[src/rtl/bilin_pkg.sv]
package bilin_pkg;

    localparam int OFS_W     = 3;
    localparam int LANE_W    = 16;
    localparam int WGT_W     = 5;
    localparam int TAP_SHIFT = 4;
    localparam logic [OFS_W-1:0]  HALF_OFS = 3'd4;
    localparam logic [WGT_W-1:0]  WGT_SUM  = 5'd16;
    localparam logic [LANE_W-1:0] TAP_RND  = 16'd8;

    typedef enum logic [1:0] {
        PASS_MODE = 2'd0,
        AVG_MODE  = 2'd1,
        TAP_MODE  = 2'd2
    } pass_mode_e;

    typedef struct packed {
        pass_mode_e       mode;
        logic [WGT_W-1:0] wa;
        logic [WGT_W-1:0] wb;
    } pass_cfg_t;

    typedef enum logic {
        ST_IDLE = 1'b0,
        ST_RUN  = 1'b1
    } ctrl_state_e;

    // Turn a 3-bit offset into a path choice and a weight pair.
    function automatic pass_cfg_t decode_ofs(input logic [OFS_W-1:0] ofs);
        pass_cfg_t c;
        c.wb = {1'b0, ofs, 1'b0};
        c.wa = WGT_SUM - c.wb;
        if (ofs == '0)
            c.mode = PASS_MODE;
        else if (ofs == HALF_OFS)
            c.mode = AVG_MODE;
        else
            c.mode = TAP_MODE;
        return c;
    endfunction

    // One output lane from a sample p and its neighbour q.
    function automatic logic [LANE_W-1:0] two_tap(input pass_cfg_t c,
                                                  input logic [LANE_W-1:0] p,
                                                  input logic [LANE_W-1:0] q);
        logic [LANE_W-1:0] acc;
        logic [LANE_W:0]   sum;
        logic [LANE_W-1:0] res;
        acc = '0;
        sum = '0;
        case (c.mode)
            PASS_MODE: res = p;
            AVG_MODE: begin
                sum = {1'b0, p} + {1'b0, q} + {{LANE_W{1'b0}}, 1'b1};
                res = sum[LANE_W:1];
            end
            default: begin
                acc = LANE_W'(c.wa) * p + LANE_W'(c.wb) * q + TAP_RND;
                res = acc >> TAP_SHIFT;
            end
        endcase
        return res;
    endfunction

endpackage

[src/rtl/bilin_hpass.sv]
module bilin_hpass
    import bilin_pkg::*;
#(
    parameter int W  = 8,
    parameter int SW = 12
) (
    input  pass_cfg_t             cfg,
    input  logic [(W+1)*SW-1:0]   row_in,
    output logic [W*SW-1:0]       row_out
);
    for (genvar j = 0; j < W; j++) begin : g_lane
        logic [LANE_W-1:0] p, q, r;
        assign p = LANE_W'(row_in[j*SW +: SW]);
        assign q = LANE_W'(row_in[(j+1)*SW +: SW]);
        assign r = two_tap(cfg, p, q);
        assign row_out[j*SW +: SW] = r[SW-1:0];
    end
endmodule

[src/rtl/bilin_vpass.sv]
module bilin_vpass
    import bilin_pkg::*;
#(
    parameter int W  = 8,
    parameter int SW = 12
) (
    input  pass_cfg_t        cfg,
    input  logic [W*SW-1:0]  upper,
    input  logic [W*SW-1:0]  lower,
    output logic [W*SW-1:0]  row_out
);
    for (genvar j = 0; j < W; j++) begin : g_lane
        logic [LANE_W-1:0] p, q, r;
        assign p = LANE_W'(upper[j*SW +: SW]);
        assign q = LANE_W'(lower[j*SW +: SW]);
        // With no vertical offset the current row goes straight through.
        assign r = (cfg.mode == PASS_MODE) ? q : two_tap(cfg, p, q);
        assign row_out[j*SW +: SW] = r[SW-1:0];
    end
endmodule

[src/rtl/bilin_linebuf.sv]
module bilin_linebuf #(
    parameter int WIDTH = 96
) (
    input  logic             clk,
    input  logic             rst,
    input  logic             load,
    input  logic [WIDTH-1:0] d,
    output logic [WIDTH-1:0] q
);
    always_ff @(posedge clk) begin
        if (rst)
            q <= '0;
        else if (load)
            q <= d;
    end
endmodule

[src/rtl/bilin_ctrl.sv]
module bilin_ctrl
    import bilin_pkg::*;
#(
    parameter int RW = 5
) (
    input  logic             clk,
    input  logic             rst,
    input  logic             start,
    input  logic [OFS_W-1:0] x_ofs,
    input  logic [OFS_W-1:0] y_ofs,
    input  logic [RW-1:0]    rows,
    input  logic             in_valid,
    output logic             in_ready,
    input  logic             out_ready,
    output logic             out_valid,
    output logic             out_last,
    output logic             out_load,
    output logic             buf_load,
    output pass_cfg_t        hcfg,
    output pass_cfg_t        vcfg
);
    localparam int CW = RW + 1;
    localparam logic [CW-1:0] ONE = CW'(1);

    ctrl_state_e   state;
    logic [CW-1:0] in_left;
    logic [CW-1:0] out_left;
    logic          prime;
    logic          accept;
    logic          y_active;

    assign y_active = (y_ofs != '0);
    assign in_ready = (state == ST_RUN) && (in_left != '0) && (!out_valid || out_ready);
    assign accept   = in_valid && in_ready;
    assign buf_load = accept;
    assign out_load = accept && !prime;

    always_ff @(posedge clk) begin
        if (rst) begin
            state    <= ST_IDLE;
            in_left  <= '0;
            out_left <= '0;
            prime    <= 1'b0;
            hcfg     <= decode_ofs('0);
            vcfg     <= decode_ofs('0);
        end else begin
            case (state)
                ST_IDLE: begin
                    if (start) begin
                        hcfg     <= decode_ofs(x_ofs);
                        vcfg     <= decode_ofs(y_ofs);
                        in_left  <= CW'(rows) + CW'(y_active);
                        out_left <= CW'(rows);
                        prime    <= y_active;
                        state    <= ST_RUN;
                    end
                end
                default: begin
                    if (accept) begin
                        in_left <= in_left - ONE;
                        if (prime)
                            prime <= 1'b0;
                        else
                            out_left <= out_left - ONE;
                    end
                    if (out_valid && out_ready && out_last)
                        state <= ST_IDLE;
                end
            endcase
        end
    end

    always_ff @(posedge clk) begin
        if (rst) begin
            out_valid <= 1'b0;
            out_last  <= 1'b0;
        end else if (out_load) begin
            out_valid <= 1'b1;
            out_last  <= (out_left == ONE);
        end else if (out_ready) begin
            out_valid <= 1'b0;
            out_last  <= 1'b0;
        end
    end
endmodule

[src/rtl/bilin_subpel_interp.sv]
module bilin_subpel_interp
    import bilin_pkg::*;
#(
    parameter int W  = 8,
    parameter int SW = 12,
    parameter int RW = 5
) (
    input  logic                 clk,
    input  logic                 rst,
    input  logic                 start,
    input  logic [2:0]           x_ofs,
    input  logic [2:0]           y_ofs,
    input  logic [RW-1:0]        rows,
    input  logic                 in_valid,
    output logic                 in_ready,
    input  logic [(W+1)*SW-1:0]  in_row,
    output logic                 out_valid,
    input  logic                 out_ready,
    output logic [W*SW-1:0]      out_row,
    output logic                 out_last
);
    localparam int ROW_BITS = W * SW;

    pass_cfg_t             hcfg, vcfg;
    logic                  out_load, buf_load;
    logic [ROW_BITS-1:0]   hrow, prev_row, vrow;

    bilin_ctrl #(.RW(RW)) u_ctrl (
        .clk(clk), .rst(rst), .start(start),
        .x_ofs(x_ofs), .y_ofs(y_ofs), .rows(rows),
        .in_valid(in_valid), .in_ready(in_ready),
        .out_ready(out_ready), .out_valid(out_valid), .out_last(out_last),
        .out_load(out_load), .buf_load(buf_load),
        .hcfg(hcfg), .vcfg(vcfg)
    );

    bilin_hpass #(.W(W), .SW(SW)) u_hpass (
        .cfg(hcfg), .row_in(in_row), .row_out(hrow)
    );

    bilin_linebuf #(.WIDTH(ROW_BITS)) u_linebuf (
        .clk(clk), .rst(rst), .load(buf_load), .d(hrow), .q(prev_row)
    );

    bilin_vpass #(.W(W), .SW(SW)) u_vpass (
        .cfg(vcfg), .upper(prev_row), .lower(hrow), .row_out(vrow)
    );

    always_ff @(posedge clk) begin
        if (rst)
            out_row <= '0;
        else if (out_load)
            out_row <= vrow;
    end
endmodule

[config.mk]
export PLATFORM = sky130hd
export DESIGN_NAME = bilin_subpel_interp
export DESIGN_NICKNAME = d
export VERILOG_FILES = /design/src/rtl/bilin_pkg.sv /design/src/rtl/bilin_hpass.sv /design/src/rtl/bilin_vpass.sv /design/src/rtl/bilin_linebuf.sv /design/src/rtl/bilin_ctrl.sv /design/src/rtl/bilin_subpel_interp.sv
export SDC_FILE = /design/constraint.sdc
export NUM_CORES = 2
export LEC_CHECK = 0
export CAP_MARGIN = 30
export CELL_PAD_IN_SITES_DETAIL_PLACEMENT = 2
export CELL_PAD_IN_SITES_GLOBAL_PLACEMENT = 2
export CORE_MARGIN = 5
export CORE_UTILIZATION = 32
export DETAILED_ROUTE_END_ITERATION = 7
export GPL_TIMING_DRIVEN = 0
export PLACE_DENSITY_LB_ADDON = 0.25
export SLEW_MARGIN = 20
export SYNTH_ARGS = -nofsm -noshare
export SYNTH_HDL_FRONTEND = slang
export SYNTH_SLANG_ARGS = --single-unit
export TNS_END_PERCENT = 100
[constraint.sdc]
create_clock -name clk -period 13.73 [get_ports clk]
set_input_delay 2.746 -clock clk [delete_from_list [all_inputs] [get_ports clk]]
set_output_delay 2.746 -clock clk [all_outputs]
set_load 0.02 [all_outputs]
==> impl_metrics.yaml <==
status:
  status: "completed"
setup_path:
  crit_type: "in2reg"
  arrival_ns: 13.98
  crit_path_start_kind: "input port"
  path_max_fanout: 10
  slowest_stage: "fa_1"
  critPathMaxStageDelay_ns: 0.55
  regToRegSetupSlack_ns: 0.63
  required_ns: 14.29
  end_kind: "flop"
sta:
  final-setup-viol-count: 0
  hold_violations: 0
  max_slew_margin: 0.208
  worst_pin_slew_ns: 1.19
  fin_crit_ns: 13.42
  fin_setup_tns_ns: 0
  fmax_mhz: 74.5
  skew_ns: 0.0531
  drv_slew: 0
  fin_crit_sh: 0.978
global_routing:
  grt_usage: 0.299
  grt_pass1_wl_mm: 464
  grt_max_degree: 15
  antenna_found_initial: 25
  grt_pass1_vias: 67900
  grt_overflow_total: 0
floorplanning:
  rows: 163
  initial_core_util: 0.322
  core_um2: 198000
  die_width_um: 456
  fp.dieH_um: 456
  io_pins: 223
  fp.dieArea_um2: 208000
detailed_routing:
  wl_per_cell_um: 28.8
  postRouteAntennaNets: 0
  remaining_drc_errors: 0
  first_pass_iters: 7
  drt_iter0_drc: 3847
  vias: 62800
  viasPerCell: 5.57
  totalWireLength_mm: 324
clock_tree:
  clockBufferDepth: 3
  cts_root_buf: "clkbuf_16"
  insertion_delay_ns: 0.68
  cts_htree_levels: 1
  hold_buffers: 0
  cts.clk_slew.worst_paths_ns: 0.06
  cts_buffers: 31
  cts_sinks: 224
  tritoncts: "done"
logic_synthesis:
  synth_edf_count: 0
  syn_inst: 8186
  syn-cell-area_um2: 63700
  yosys_warnings: 0
  syn_nets: 10100
  synth.avg_cell_area_um2: 7.78
  synth-seq-cells: 224
  yosysSeqAreaShare: 0.0704
  synth_ff_type: "dfxtp_1"
  async_flop_share: 0
  ys_types: 86
pwr:
  worst_ir_drop_vdd_v: 0.000114
  total_power_mw: 5.86
  p_per_area_nw_per_um2: 79.8
  leakagePower_nw: 35.8
final_layout:
  fin_nets: 10500
  final_cell_mix: "nand2_1, inv_1, ha_1"
  final_common_cell: "nand2_1"
  drive_gt1_frac: 0.0699
  synthToLayoutAreaGrowth_pct: 15.4
  utilization: 0.372
min_path:
  hold_class: "reg2reg"
placed_design:
  place.gp.congestion: 0.937
  portBuffers: 221
  place_hpwl_mm: 268
run:
  maxCapViolCount: 0
-- power by group --
part,switching (mW),internal (mW)
registers,0.0806,0.694
logic,2.64,1.48
clock network,0.413,0.558
total,3.13,2.73
-- area by class of cell --
type	instances	area [µm²]
Buffer	289	1260
Multi-Input combinational cell	6456	55000
Timing Repair Buffer	368	3670
Inverter	1217	4570
Clock inverter	20	314
Antenna cell	14	35.0
Sequential cell	224	4480
Fill cell	22700	124000
Tap cell	2640	3300
Clock buffer	35	811
-- cell families after synthesis --
| family | count (synthesis) | synth area share |
|---|---|---|
| xor+xnor | 467 | 0.0644 |
| mux | 37 | 0.00595 |
| flops | 224 | 0.0704 |
| fa+ha+maj | 1742 | 0.427 |
| simple gates | 2737 | 0.193 |
| compound gates | 1473 | 0.150 |
| buf+inv | 1506 | 0.0891 |
-- cell usage after synthesis, types with 21 or more instances --
cell | instances | share of area
nor2_1 | 493 | 0.029
nor2b_1 | 85 | 0.0083
a22oi_1 | 26 | 0.0031
nand3_1 | 106 | 0.0083
mux2i_1 | 30 | 0.0047
o211ai_1 | 46 | 0.0054
clkbuf_1 | 245 | 0.014
and3_1 | 40 | 0.0039
a211o_1 | 21 | 0.0029
or3_1 | 39 | 0.0038
inv_1 | 1214 | 0.072
dfxtp_1 | 224 | 0.070
or2_2 | 22 | 0.0022
nand2b_1 | 47 | 0.0046
a221oi_1 | 21 | 0.0029
o31ai_1 | 21 | 0.0025
o41ai_1 | 36 | 0.0050
a31oi_1 | 49 | 0.0048
xor2_1 | 122 | 0.017
o21ai_0 | 253 | 0.020
xnor2_1 | 344 | 0.047
nand2_1 | 1339 | 0.079
nor3_1 | 171 | 0.013
buf_1 | 25 | 0.0015
and2_1 | 323 | 0.032
o21bai_1 | 44 | 0.0052
o21a_1 | 93 | 0.011
ha_1 | 1022 | 0.20
fa_1 | 720 | 0.23
a21oi_1 | 433 | 0.034
a211oi_1 | 100 | 0.012
o21ai_1 | 37 | 0.0029
a21o_1 | 99 | 0.012
-- worst max-delay path: cells and delay by family --
kind	cells	cell delay [ns]
simple gates	7	0.84
compound gates	13	2.71
fa+ha+maj	15	5.94
buf+inv	7	0.78
xor+xnor	5	0.94
-- timing repair --
item | CTS | global route
gates cloned | 0 | 0
setup endpoints to repair | 41 | 33
pin swaps | 19 | 71
buffers inserted | 12 | 47
resized for setup | 174 | 289
-- per-layer routing --
metal / vias up / global-route usage / routed length, µm
met2: 1810 / 0.514 / 153000
li1: 27800 / - / -
met4: 0 / 0.127 / 16800
met1: 32600 / 0.383 / 137000
met5: - / 0 / 0
met3: 541 / 0.0296 / 16700
-- metrics by stage --
step                      setup slack [ns]  hold slack [ns]  cell area, µm²  cells
after floorplan                      0.835            0.450           63700   8186
after global placement               -2.79            0.426           69200  11000
after detailed placement             -2.09            0.442           70300  11100
after CTS                         0.000754            0.453           72100  11200
after global routing               -0.0687            0.468           73500  11300
final                                0.307            0.442           73500  11300
-- path summary, 6_finish.rpt --
path                               startpoint                  endpoint  depth (start not counted)
hold reg to reg       out_row[6]$_SDFFE_PP0P_   out_row[6]$_SDFFE_PP0P_                          2
hold / removal        out_row[6]$_SDFFE_PP0P_   out_row[6]$_SDFFE_PP0P_                          2
setup / recovery                   in_row[48]  out_row[47]$_SDFFE_PP0P_                         47
setup reg to reg  u_ctrl.hcfg[3]$_SDFFE_PP0P_  out_row[95]$_SDFFE_PP0P_                         50
-- state kept, by name (all words and copies together) (netlist names) --
register,cells
u_ctrl.hcfg,8
out_row,96
u_linebuf.q,96
u_ctrl.vcfg,8
u_ctrl.in_left,6
u_ctrl.out_last,1
u_ctrl.out_left,6
u_ctrl.out_valid,1
u_ctrl.state,1
u_ctrl.prime,1
No activity file was read; power rests on OpenSTA's default activity.
